## config.mk

```make
export PLATFORM = sky130hd
export DESIGN_NAME = key_event_queue
export DESIGN_NICKNAME = d
export VERILOG_FILES = /design/src/rtl/kq_pkg.sv /design/src/rtl/kq_store.sv /design/src/rtl/kq_bytesel.sv /design/src/rtl/kq_ctrl.sv /design/src/rtl/key_event_queue.sv
export SDC_FILE = /design/constraint.sdc
export NUM_CORES = 1
export LEC_CHECK = 0
export ABC_AREA = 1
export BUFFER_PORTS_ARGS = -buffer_cell sky130_fd_sc_hd__clkbuf_2
export CORE_MARGIN = 2
export CORE_UTILIZATION = 64
export DETAILED_ROUTE_END_ITERATION = 16
export PLACE_DENSITY = 0.84
export SYNTH_ARGS = -nofsm -noshare
export SYNTH_HDL_FRONTEND = slang
export SYNTH_HIERARCHICAL = 1
export SYNTH_SLANG_ARGS = --single-unit
```

## constraint.sdc

```tcl
create_clock -name clk -period 5.95 [get_ports clk]
set_input_delay 1.19 -clock clk [delete_from_list [all_inputs] [get_ports clk]]
set_output_delay 1.19 -clock clk [all_outputs]
set_load 0.03 [all_outputs]
```

## src/rtl/kq_pkg.sv

```systemverilog
package kq_pkg;
   localparam int unsigned KQ_BYTE_W = 8;
   typedef logic [KQ_BYTE_W-1:0] kq_byte_t;
   localparam kq_byte_t KQ_EMPTY_BYTE = 8'hFF;
endpackage

```

## src/rtl/kq_store.sv

```systemverilog
module kq_store #(
   parameter int unsigned DEPTH = 4,
   parameter int unsigned REC_W = 24,
   localparam int unsigned PW = $clog2(DEPTH)
) (
   input  logic             clk,
   input  logic             wr_en,
   input  logic [PW-1:0]    wr_ptr,
   input  logic [REC_W-1:0] wr_rec,
   input  logic [PW-1:0]    rd_ptr,
   output logic [REC_W-1:0] rd_rec
);
   logic [REC_W-1:0] slot_arr [DEPTH];

   for (genvar g = 0; g < DEPTH; g++) begin : g_slot
      logic [REC_W-1:0] slot_q;
      always_ff @(posedge clk) begin
         if (wr_en && (wr_ptr == PW'(g))) begin
            slot_q <= wr_rec;
         end
      end
      assign slot_arr[g] = slot_q;
   end

   assign rd_rec = slot_arr[rd_ptr];
endmodule

```

## src/rtl/kq_bytesel.sv

```systemverilog
module kq_bytesel
   import kq_pkg::*;
#(
   parameter int unsigned NBYTES = 3,
   localparam int unsigned REC_W = NBYTES * KQ_BYTE_W,
   localparam int unsigned IW = (NBYTES > 1) ? $clog2(NBYTES) : 1
) (
   input  logic [REC_W-1:0] rec,
   input  logic [IW-1:0]    idx,
   output kq_byte_t         byte_o
);
   kq_byte_t lane [NBYTES];

   for (genvar b = 0; b < NBYTES; b++) begin : g_lane
      assign lane[b] = rec[b*KQ_BYTE_W +: KQ_BYTE_W];
   end

   always_comb begin
      byte_o = KQ_EMPTY_BYTE;
      for (int i = 0; i < NBYTES; i++) begin
         if (idx == IW'(i)) byte_o = lane[i];
      end
   end
endmodule

```

## src/rtl/kq_ctrl.sv

```systemverilog
module kq_ctrl
   import kq_pkg::*;
#(
   parameter int unsigned DEPTH = 4,
   parameter int unsigned NBYTES = 3,
   localparam int unsigned PW = $clog2(DEPTH),
   localparam int unsigned CW = $clog2(DEPTH + 1),
   localparam int unsigned IW = (NBYTES > 1) ? $clog2(NBYTES) : 1
) (
   input  logic          clk,
   input  logic          rst_n,
   input  logic          direct_en,
   input  logic          rec_wr,
   input  logic          rd_stb,
   input  logic          ovf_clr,
   input  kq_byte_t      sel_byte,
   output logic          push,
   output logic [PW-1:0] tail_q,
   output logic [PW-1:0] head_q,
   output logic [IW-1:0] idx_q,
   output kq_byte_t      rd_data,
   output logic          data_irq,
   output logic          ovf_irq
);
   logic          cfg_q, flush, full, empty, rd_do, pop, drop;
   logic [CW-1:0] count_q, count_n;
   logic [IW-1:0] last_idx;

   assign flush    = (direct_en != cfg_q);
   assign full     = (count_q == CW'(DEPTH));
   assign empty    = (count_q == '0);
   assign last_idx = direct_en ? IW'(NBYTES - 1) : IW'(NBYTES - 2);
   assign push     = rec_wr && !full && !flush;
   assign drop     = rec_wr && full && !flush;
   assign rd_do    = rd_stb && !empty && !flush;
   assign pop      = rd_do && (idx_q == last_idx);

   always_comb begin
      count_n = count_q;
      if (push && !pop) count_n = count_q + CW'(1);
      else if (pop && !push) count_n = count_q - CW'(1);
   end

   always_ff @(posedge clk or negedge rst_n) begin
      if (!rst_n) begin
         cfg_q   <= 1'b0;
         head_q  <= '0;
         tail_q  <= '0;
         idx_q   <= '0;
         count_q <= '0;
      end else begin
         cfg_q <= direct_en;
         if (flush) begin
            head_q  <= '0;
            tail_q  <= '0;
            idx_q   <= '0;
            count_q <= '0;
         end else begin
            count_q <= count_n;
            if (push) tail_q <= tail_q + PW'(1);
            if (pop) begin
               head_q <= head_q + PW'(1);
               idx_q  <= '0;
            end else if (rd_do) begin
               idx_q <= idx_q + IW'(1);
            end
         end
      end
   end

   always_ff @(posedge clk or negedge rst_n) begin
      if (!rst_n) begin
         rd_data <= KQ_EMPTY_BYTE;
         ovf_irq <= 1'b0;
      end else begin
         if (rd_stb) rd_data <= rd_do ? sel_byte : KQ_EMPTY_BYTE;
         if (drop) ovf_irq <= 1'b1;
         else if (ovf_clr) ovf_irq <= 1'b0;
      end
   end

   assign data_irq = !empty;


   count_bound_chk: assert property (@(posedge clk) disable iff (!rst_n)
      count_q <= CW'(DEPTH));

   drop_keeps_count_chk: assert property (@(posedge clk) disable iff (!rst_n)
      (drop && !rd_stb) |=> (count_q == $past(count_q)));

   drop_raises_ovf_chk: assert property (@(posedge clk) disable iff (!rst_n)
      drop |=> ovf_irq);

   ovf_sticky_chk: assert property (@(posedge clk) disable iff (!rst_n)
      (ovf_irq && !ovf_clr) |=> ovf_irq);

   empty_read_chk: assert property (@(posedge clk) disable iff (!rst_n)
      (rd_stb && empty && !flush && !rec_wr) |=> (rd_data == KQ_EMPTY_BYTE && count_q == '0));

   flush_empties_chk: assert property (@(posedge clk) disable iff (!rst_n)
      flush |=> !data_irq);

   push_sets_irq_chk: assert property (@(posedge clk) disable iff (!rst_n)
      push |=> data_irq);
endmodule

```

## src/rtl/key_event_queue.sv

```systemverilog
module key_event_queue
   import kq_pkg::*;
#(
   parameter int unsigned DEPTH = 4,
   parameter int unsigned NBYTES = 3,
   localparam int unsigned REC_W = NBYTES * KQ_BYTE_W,
   localparam int unsigned PW = $clog2(DEPTH),
   localparam int unsigned IW = (NBYTES > 1) ? $clog2(NBYTES) : 1
) (
   input  logic             clk,
   input  logic             rst_n,
   input  logic             direct_en,
   input  logic             rec_wr,
   input  logic [REC_W-1:0] rec_data,
   input  logic             rd_stb,
   output logic [7:0]       rd_data,
   input  logic             ovf_clr,
   output logic             data_irq,
   output logic             ovf_irq
);
   initial begin
      assert (DEPTH >= 2 && (DEPTH & (DEPTH - 1)) == 0)
         else $error("DEPTH must be a power of two, at least 2");
      assert (NBYTES >= 2)
         else $error("NBYTES must be at least 2");
   end

   logic             push;
   logic [PW-1:0]    tail_q, head_q;
   logic [IW-1:0]    idx_q;
   logic [REC_W-1:0] head_rec;
   kq_byte_t         sel_byte;

   kq_store #(.DEPTH(DEPTH), .REC_W(REC_W)) u_store (
      .clk    (clk),
      .wr_en  (push),
      .wr_ptr (tail_q),
      .wr_rec (rec_data),
      .rd_ptr (head_q),
      .rd_rec (head_rec)
   );

   kq_bytesel #(.NBYTES(NBYTES)) u_sel (
      .rec    (head_rec),
      .idx    (idx_q),
      .byte_o (sel_byte)
   );

   kq_ctrl #(.DEPTH(DEPTH), .NBYTES(NBYTES)) u_ctrl (
      .clk       (clk),
      .rst_n     (rst_n),
      .direct_en (direct_en),
      .rec_wr    (rec_wr),
      .rd_stb    (rd_stb),
      .ovf_clr   (ovf_clr),
      .sel_byte  (sel_byte),
      .push      (push),
      .tail_q    (tail_q),
      .head_q    (head_q),
      .idx_q     (idx_q),
      .rd_data   (rd_data),
      .data_irq  (data_irq),
      .ovf_irq   (ovf_irq)
   );
endmodule

```

==> results_dict.tcl, run 1 <==
set metrics [dict create \
    core_area_um2 8090 \
    max_cap_viol_count 0 \
    drive_above_1_share_pct 17.2 \
    start_util_pct 65.0 \
    cts_buffers 17 \
    synth_cell_types 30 \
    rsz0062_at_grt "false" \
    slew_headroom_pct 37.7 \
    fin_util_pct 75.4 \
    ys_seq_elements 115 \
    fmax_mhz 363 \
    detail_route.wirelength_mm 11.1 \
    grt_overflow 0 \
    outcome "complete, no violations" \
    crit_slowest_cell "nor3_2" \
    grt_pass1_vias 3721 \
    drv_slew 0 \
    post_drt_wl_per_cell_um 16.1 \
    die-area_um2 8960 \
    final_nets 605 \
    syn_area_per_cell_um2 9.96 \
    grt_pass1_wl_mm 18.0 \
    synth_edf_count 96 \
    hold_path.startpoint "u_ctrl/ovf_irq$_DFFE_PN0P_" \
    ir_drop_mv 0.284 \
    rr_endpoint "u_ctrl/count_q[2]$_DFFE_PN0P_" \
    hold-path-cell-count 2 \
    hold_buffers 0 \
    r2r_slack_ns 3.46 \
    yosys.area.top_type "edfxtp_1" \
    crit_cells 8 \
    cpMostUsedCell "inv_1" \
    setup_violations 0 \
    tightest_slew_ns 0.934 \
    synth_common_cells "nand2_1, inv_1, edfxtp_1" \
    synthTopCellsByArea "edfxtp_1, nand2_1, inv_1" \
    yosysMostFrequentCell "nand2_1" \
    place_congestion 0.777 \
    crit_path_max_fanout 14 \
    reg2reg_depth 12 \
    crit_required_ns 6.14 \
    p_leak_nw 2.83 \
    postCtsSetupRepairBufs 0 \
    drtIter0Drc 421 \
    rows 33 \
    track_usage_pct 27.3 \
    synth_flop_cell "edfxtp_1" \
    hold_viol_final 0 \
    antenna_left 0 \
    synth_nets 559 \
    ys_seq_area_share_pct 64.1 \
    multi_input_area_um2 1340 \
    end_kind "flop" \
    die_w_um 94.6 \
    yosysTopAreaCellShare_pct 54.8 \
    netlist_instances 528 \
    cts_tree "yes" \
    cts_htree_levels 4 \
    r2r_start "u_ctrl/idx_q[0]$_DFFE_PN0P_" \
    grt_max_degree 51 \
    num_vias 3676 \
    clk_path_buf_depth 2 \
    path_clk_slew_ns 0.06 \
    critPathArrivalTime_ns 2.95 \
    io_pins 40 \
    criticalPathCategory "in -> reg" \
    die_h_um 94.6 \
    syn_to_final_growth_pct 16.0 \
    holdPathEnd "u_ctrl/ovf_irq$_DFFE_PN0P_" \
    cp_cell_sequence "clkbuf_2, inv_1, nand2_1, nand2_4, nor2_4, inv_1, nor3_2, buf_4" \
    critPathBufInv 4 \
    fillerInstances 543 \
    ctsResizeCount 0 \
    drc_errors 0 \
    period_share_pct 46.3 \
    seq_area_um2 3370 \
    hold_path_class "reg -> reg" \
    startpoint_type "input port" \
    p_per_area_nw_per_um2 453 \
    clk-insertion-delay-late_ns 0.51 \
    skew_ns 0.00881 \
    crit_path_max_incr_delay_ns 0.70 \
    clock-sinks 115 \
    drt-pass1-iter-count 6 \
    synth_area_um2 5260 \
    vias_per_cell 5.31 \
    fin_crit_ns 2.76 \
    hpwl_mm 6.58 \
    yosysWarnings 6 \
    portBuffers 39 \
    antenna_found_initial 0 \
    cts_root_buf "clkbuf_8" \
    async_flop_share_pct 16.5 \
    critPathTopFamily "simple AND/OR/NAND/NOR gates" \
    setup_tns_ns 0 \
    diodes 0 \
]
==> cells by family after synthesis <==
logic type | Yosys count | share of synthesized area [%]
XOR/XNOR | 1 | 0.167
AND/OR/NAND/NOR | 246 | 21.1
adder cells (fa/ha/maj) | 1 | 0.381
buffers and inverters | 139 | 10.8
AO/OA/AOI/OAI | 26 | 3.50
flip-flops | 115 | 64.1
==> where the power goes <==
| part | internal (mW) | switching (mW) | leakage (nW) |
|---|---|---|---|
| combinational | 0.225 | 0.503 | 1.46 |
| clock | 0.631 | 0.328 | 0.269 |
| sequential | 0.993 | 0.0822 | 1.10 |
==> through the flow <==
step / power [mW] / setup slack, ns / instances / hold WS, ns / cell area [um2]
2_1_floorplan: 1.62 / 2.19 / 528 / 0.448 / 5260
3_3_place_gp: 1.76 / 2.70 / 660 / 0.519 / 5530
3_5_place_dp: 1.79 / 2.67 / 660 / 0.525 / 5530
4_1_cts: 2.76 / 3.18 / 692 / 0.534 / 6100
5_1_grt: 2.91 / 3.09 / 692 / 0.564 / 6100
6_report: 2.76 / 3.19 / 692 / 0.541 / 6100
==> worst min-delay path, delay by kind of cell (launching register included) <==
kind            cells  cell delay (ns)
flops               1             0.37
compound gates      1             0.07
buf+inv             1             0.06
==> cell usage in the layout, fill, tap and decap left out, types with 2 or more instances in the layout <==
cell type / count
o21ai_0: 5
o22a_1: 8
a21oi_1: 4
nand2_4: 5
nand3b_1: 5
bufinv_16: 3
nand2_2: 2
edfxtp_1: 96
nor2_1: 4
dfrtp_1: 11
o21bai_1: 5
inv_1: 118
clkinv_2: 4
clkinvlp_4: 3
buf_4: 6
nor3_2: 4
nand3_1: 59
clkbuf_16: 16
clkbuf_2: 39
inv_2: 3
nor2_4: 3
dfstp_2: 8
clkbuf_1: 4
nand2_1: 161
==> per-layer routing <==
layer  GRT usage (%)  vias up  routed length (um)
met3            7.34       25                 718
met1            32.6     1732                4370
li1                -     1767                   -
met2            46.6      152                5810
met5               0        -                   0
met4            12.1        0                 219
==> flip-flops by register name, summed over array words and instances, names as in the netlist <==
name and count:
u_ctrl/cfg_q 1, u_ctrl/count_q 3, u_ctrl/head_q 2, u_ctrl/idx_q 2, u_ctrl/ovf_irq 1, u_ctrl/rd_data 8, u_ctrl/tail_q 2, u_store/g_slot.slot_q 96
==> cell type report <==
cell class	count	area share, %
multi-input cells	274	22.0
clock buffers	21	7.04
flip-flops and latches	115	55.2
repair buffers	45	3.94
inverters	121	7.45
clock inverters	11	2.24
well taps	105	2.15
==> worst max-delay path by stage <==
| stage | start | to |
|---|---|---|
| floorplan | direct_en | u_store/g_slot[0].slot_q[0]$_DFFE_PP_ |
| global placement | direct_en | u_store/g_slot[2].slot_q[8]$_DFFE_PP_ |
| detailed placement | direct_en | u_store/g_slot[2].slot_q[13]$_DFFE_PP_ |
| CTS | direct_en | u_store/g_slot[2].slot_q[17]$_DFFE_PP_ |
| global route | direct_en | u_store/g_slot[2].slot_q[12]$_DFFE_PP_ |
| finish | direct_en | u_store/g_slot[2].slot_q[13]$_DFFE_PP_ |
Power figures use the tool's default switching activity.
==> inputs of run 2 (changes only) <==
--- a/config.mk
+++ b/config.mk
@@ -8,9 +8,9 @@
 export ABC_AREA = 1
 export BUFFER_PORTS_ARGS = -buffer_cell sky130_fd_sc_hd__clkbuf_2
 export CORE_MARGIN = 2
-export CORE_UTILIZATION = 64
+export CORE_UTILIZATION = 54
 export DETAILED_ROUTE_END_ITERATION = 16
-export PLACE_DENSITY = 0.84
+export PLACE_DENSITY = 0.76
 export SYNTH_ARGS = -nofsm -noshare
 export SYNTH_HDL_FRONTEND = slang
 export SYNTH_HIERARCHICAL = 1
==> constraint.sdc (replaced) <==
create_clock -name clk -period 2.5 [get_ports clk]
set_input_delay 0.5 -clock clk [delete_from_list [all_inputs] [get_ports clk]]
set_output_delay 0.5 -clock clk [all_outputs]
set_load 0.03 [all_outputs]
==> run 2 against run 1 <==
  * Sequential power rose by 130%
  * Critical path depth rose by 6
  * Largest power group unchanged
  * Combinational power rose to 2.5 times the previous value
  * First-iteration DRC count fell by 34%
  * Die area rose by 18%
==> results_dict.tcl, run 2 (same netlist as run 1, synthesis figures left out) <==
set metrics [dict create \
    rsz0062_at_grt "false" \
    rr_endpoint "u_ctrl/count_q[2]$_DFFE_PN0P_" \
    num_vias 3666 \
    crit_slowest_cell "dfrtp_1" \
    top_register "u_store/g_slot.slot_q" \
    grt_max_degree 50 \
    p_clk_share_pct 34.9 \
    cts_htree_levels 4 \
    hold_viol_final 0 \
    max_cap_viol_count 0 \
    fin_ws_ns 0.537 \
    clk_path_buf_depth 2 \
    tightest_slew_ns 0.834 \
    hold_path.startpoint "direct_en" \
    hold_path_class "in -> reg" \
    clk-insertion-delay-late_ns 0.52 \
    reg2reg_depth 14 \
    multi_input_area_um2 1340 \
    setup_violations 0 \
    critPathBufInv 3 \
    crit_path_max_incr_delay_ns 0.43 \
    critPathArrivalTime_ns 2.37 \
    syn_to_final_growth_pct 19.0 \
    fillerInstances 714 \
    portBuffers 39 \
    grt_pass1_vias 3583 \
    cts_root_buf "clkbuf_8" \
    place_congestion 0.782 \
    largest_registers "u_store/g_slot.slot_q: 96 flops, u_ctrl/rd_data: 8 flops, u_ctrl/count_q: 3 flops" \
    p_int_mw 4.51 \
    detail_route.wirelength_mm 10.8 \
    seq_power_share_pct 37.4 \
    period_share_pct 78.5 \
    track_usage_pct 22.2 \
    final_common_cell "nand2_1" \
    drt-pass1-iter-count 5 \
    r2r_start "u_ctrl/count_q[2]$_DFFE_PN0P_" \
    swShare_pct 32.3 \
    postCtsSetupRepairBufs 0 \
    fin_cells 726 \
    drv_slew 0 \
    place_ws_ns 0.266 \
    hpwl_mm 6.70 \
    crit_path_max_fanout 6 \
    drtIter0Drc 279 \
    io_pins 40 \
    critPathTopFamily "simple AND/OR/NAND/NOR gates" \
    rows 36 \
    startpoint_type "flop" \
    fmax_mhz 509 \
    start_util_pct 54.8 \
    p_per_area_nw_per_um2 1060 \
    grt_pass1_wl_mm 17.1 \
    criticalPathCategory "reg -> reg" \
    vias_per_cell 5.05 \
    p_leak_nw 2.89 \
    largest_reg_flops 96 \
    power.switching_mw 2.15 \
    drive_above_1_share_pct 18.0 \
    die_w_um 103 \
    cts_buffers 17 \
    placedCellCount 693 \
    die-area_um2 10500 \
    antenna_left 0 \
    r2r_slack_ns 0.54 \
    final_cell_mix "nand2_1, inv_1, edfxtp_1" \
    end_kind "flop" \
    crit_required_ns 2.91 \
    combPwrFrac_pct 27.6 \
    fin_crit_ns 1.96 \
    seq_area_um2 3370 \
    cts_tree "yes" \
    antenna_found_initial 0 \
    drc_errors 0 \
    skew_ns 0.00382 \
    grt_overflow 0 \
    cp_cell_sequence "inv_2, nand2_4, nand2_4, nor2_8, nand2_4, nand2_4, inv_1, fa_1, xnor2_1, inv_1, nand2_1, nand2_1, nand2_1, nand2_1" \
    holdPathEnd "u_ctrl/cfg_q$_DFF_PN0_" \
    clock-sinks 115 \
    ir_drop_mv 0.461 \
    core_area_um2 9590 \
    outcome "complete, no violations" \
    post_drt_wl_per_cell_um 14.9 \
    hold-path-cell-count 1 \
    diodes 0 \
    path_clk_slew_ns 0.05 \
    die_h_um 103 \
    final_nets 611 \
    slew_headroom_pct 44.4 \
]
[run 2: cell types whose count changed in the layout (fill, tap and decap cells not counted), sizes merged]
cell	previous run	this run
bufinv	3	1
buf	6	11
clkinvlp	3	0
clkinv	5	2
clkbuf	60	68
dlygate4sd3	0	1
[run 2: layer usage]
metal  global-route usage [%]  vias up  part of all wire (%)
li1                         -     1775                     -
met4                     10.7        0                   2.5
met2                     37.7      123                    51
met5                        0        -                     0
met1                     26.2     1741                    41
met3                     6.03       27                   5.8
[run 2: cell type report]
type | count | share of cell area (%)
sequential | 115 | 53.8
inverter | 121 | 7.26
clock buffer | 29 | 8.80
multi-input combinational | 274 | 21.4
clock inverter | 3 | 0.640
tap | 133 | 2.66
timing repair buffer | 51 | 5.40
[run 2: worst max path at each step]
stage          slack [ns]                                    end                          start  cells after the start
2_1_floorplan       -0.57  u_store/g_slot[0].slot_q[0]$_DFFE_PP_                      direct_en                      6
3_3_place_gp         0.33          u_ctrl/count_q[2]$_DFFE_PN0P_                      direct_en                     15
3_5_place_dp         0.27          u_ctrl/count_q[2]$_DFFE_PN0P_                      direct_en                     15
4_1_cts              0.53          u_ctrl/count_q[2]$_DFFE_PN0P_  u_ctrl/count_q[2]$_DFFE_PN0P_                     14
5_1_grt              0.40          u_ctrl/count_q[2]$_DFFE_PN0P_  u_ctrl/count_q[2]$_DFFE_PN0P_                     14
6_report             0.54          u_ctrl/count_q[2]$_DFFE_PN0P_  u_ctrl/count_q[2]$_DFFE_PN0P_                     14
[run 2: power by group through the flow]
stage               registers, mW  logic, mW  clock network (mW)
finish                       2.49       1.84                2.33
CTS                          2.50       1.84                2.35
global placement             2.52       1.76                   0
global route                 2.52       2.03                2.44
detailed placement           2.53       1.81                   0
floorplan                    2.65       1.21                   0
[run 2: what timing repair did]
action	4_1_cts	5_1_grt
endpoints found under the hold margin	11	0
gates resized for setup	0	0
hold buffers	1	0
setup endpoints to repair	0	0
[run 2: stage by stage]
stage / TNS (ns) / hold WS (ns) / power [mW] / util (%) / area, um2
2_1_floorplan: -54.58 / 0.204 / 3.86 / - / 5260
4_1_cts: 0 / 0.122 / 6.68 / 65.2 / 6260
3_5_place_dp: 0 / 0.473 / 4.34 / 59.0 / 5660
6_report: 0 / 0.133 / 6.66 / 65.2 / 6260
5_1_grt: 0 / 0.128 / 6.99 / 65.2 / 6260
3_3_place_gp: 0 / 0.468 / 4.27 / 59.0 / 5660
==> inputs of run 3 (changes only) <==
==> constraint.sdc (replaced) <==
create_clock -name clk -period 1.6 [get_ports clk]
set_input_delay 0.32 -clock clk [delete_from_list [all_inputs] [get_ports clk]]
set_output_delay 0.32 -clock clk [all_outputs]
set_load 0.03 [all_outputs]
==> run 3 against run 2 <==
  * The run now ends with setup timing left
  * Via count rose by 1.7%
  * Clock power increased by 53%
  * Power grew 64%
  * Count of clock-buffer cells in the layout is 11 lower
  * Setup slack worse by 0.76 ns
  * Sequential share of layout area shrank 2.9 points
  * Routed wire length increased by 2.4%
  * Clock skew up 0.0034 ns
  * Global-route usage decreased by 0.22 points
  * Final area rose by 5.7%
  * Utilization grew 3.7 points
  * Combinational power up 91%
==> results_dict.tcl, run 3 (same netlist as run 1, synthesis figures left out) <==
set metrics [dict create \
    cts_buffers 17 \
    holdPathEnd "u_store/g_slot[3].slot_q[21]$_DFFE_PP_" \
    cts_root_buf "clkbuf_8" \
    vias_per_cell 4.92 \
    largest_registers "u_store/g_slot.slot_q: 96 flops, u_ctrl/rd_data: 8 flops, u_ctrl/count_q: 3 flops" \
    hold_viol_final 0 \
    grt_max_degree 31 \
    end_kind "flop" \
    hold_path.startpoint "rec_data[21]" \
    p_leak_nw 3.05 \
    clk-insertion-delay-late_ns 0.52 \
    final_cell_mix "nand2_1, inv_1, edfxtp_1" \
    critPathArrivalTime_ns 2.05 \
    die-area_um2 10500 \
    die_h_um 103 \
    track_usage_pct 22.0 \
    antenna_left 0 \
    drive_above_1_share_pct 22.3 \
    grt_pass1_vias 3601 \
    place_congestion 0.829 \
    post_drt_wl_per_cell_um 14.6 \
    hold-path-cell-count 1 \
    ir_drop_mv 1.06 \
    rr_endpoint "u_store/g_slot[0].slot_q[8]$_DFFE_PP_" \
    rsz0062_at_grt "true" \
    setup_tns_ns -18.82 \
    failed_checks "setup timing" \
    top_register "u_store/g_slot.slot_q" \
    p_per_area_nw_per_um2 1650 \
    cts_tree "yes" \
    portBuffers 39 \
    largest_reg_flops 96 \
    r2r_start "u_ctrl/count_q[2]$_DFFE_PN0P_" \
    clock-sinks 115 \
    slew_headroom_pct 67.6 \
    core_area_um2 9590 \
    io_pins 40 \
    tightest_slew_ns 0.486 \
    clk_path_buf_depth 2 \
    crit_required_ns 1.83 \
    reg2reg_depth 8 \
    die_w_um 103 \
    drtIter0Drc 269 \
    r2r_slack_ns -0.23 \
    hold_path_class "in -> reg" \
    startpoint_type "flop" \
    outcome "complete, but fails checks" \
    start_util_pct 54.8 \
    setup_violations 99 \
    path_clk_slew_ns 0.05 \
    final_common_cell "nand2_1" \
    cts_htree_levels 4 \
    criticalPathCategory "reg -> reg" \
    final_nets 643 \
    drt-pass1-iter-count 5 \
    max_cap_viol_count 0 \
    drc_errors 0 \
    crit_path_max_fanout 12 \
    grt_pass1_wl_mm 17.0 \
    skew_ns 0.00724 \
    fmax_mhz 548 \
    fin_ws_ns -0.226 \
    fin_crit_ns 1.83 \
    grt_overflow 0 \
    detail_route.wirelength_mm 11.1 \
    hpwl_mm 6.80 \
    antenna_found_initial 0 \
    syn_to_final_growth_pct 25.8 \
    diodes 0 \
    num_vias 3728 \
    drv_slew 0 \
    rows 36 \
    power_mw 10.9 \
    period_share_pct 114 \
]
-- run 3: where the power goes --
part           switching (mW)  internal [mW]  leakage, nW
combinational            2.14           1.38         1.69
sequential              0.175           3.69         1.10
clock                    1.24           2.32        0.266
-- run 3: repair_timing --
item	in CTS	in global routing
gates resized for setup	3	20
hold buffers	6	0
pin swaps	3	1
setup buffers	3	4
setup endpoints to repair	99	113
cloned	0	3
endpoints found under the hold margin	20	0
-- run 3: routing by layer --
| metal | GRT usage (%) | share of wire (%) | wire, um | vias up |
|---|---|---|---|---|
| met5 | 0 | 0 | 0 | - |
| met4 | 8.41 | 2.4 | 267 | 0 |
| met3 | 7.19 | 6.0 | 660 | 22 |
| met2 | 36.9 | 51 | 5620 | 121 |
| met1 | 26.5 | 41 | 4520 | 1740 |
| li1 | - | - | - | 1845 |
-- run 3: critical path, cell delays in order, from the launching register on --
cell	delay, ns
dfrtp_1	0.40
buf_6	0.13
nand2_2	0.06
nand2_2	0.06
nor2_4	0.16
clkinvlp_4	0.23
nor3_4	0.19
buf_4	0.15
buf_12	0.14
-- run 3: cell type report --
class / instances / area (um2)
clock buffers: 18 / 418
clock inverters: 13 / 143
fillers: 665 / 2980
inverters: 121 / 460
multi-input cells: 274 / 1380
flip-flops and latches: 115 / 3370
well taps: 133 / 166
repair buffers: 83 / 677
-- run 3: per-stage QoR --
step | hold slack, ns | instance area, um2 | setup WS [ns] | util [%] | instances
floorplan | 0.0244 | 5310 | -0.311 | - | 528
global placement | 0.288 | 5830 | -0.212 | 60.7 | 710
detailed placement | 0.297 | 5830 | -0.266 | 60.7 | 710
CTS | 0.00146 | 6480 | -0.178 | 67.6 | 750
global route | 0.00318 | 6610 | -0.285 | 68.9 | 757
finish | 0.0218 | 6610 | -0.226 | 68.9 | 757
-- run 3: how the worst max path moves through the flow --
stage	to	slack, ns	startpoint	depth (start not counted)
4_1_cts	u_ctrl/count_q[2]$_DFFE_PN0P_	-0.18	u_ctrl/count_q[1]$_DFFE_PN0P_	14
3_5_place_dp	u_ctrl/count_q[2]$_DFFE_PN0P_	-0.27	direct_en	15
2_1_floorplan	u_store/g_slot[3].slot_q[0]$_DFFE_PP_	-0.31	u_ctrl/count_q[1]$_DFFE_PN0P_	6
3_3_place_gp	u_ctrl/count_q[2]$_DFFE_PN0P_	-0.21	direct_en	15
5_1_grt	u_store/g_slot[0].slot_q[15]$_DFFE_PP_	-0.28	u_ctrl/count_q[2]$_DFFE_PN0P_	8
6_report	u_store/g_slot[0].slot_q[8]$_DFFE_PP_	-0.23	u_ctrl/count_q[2]$_DFFE_PN0P_	8
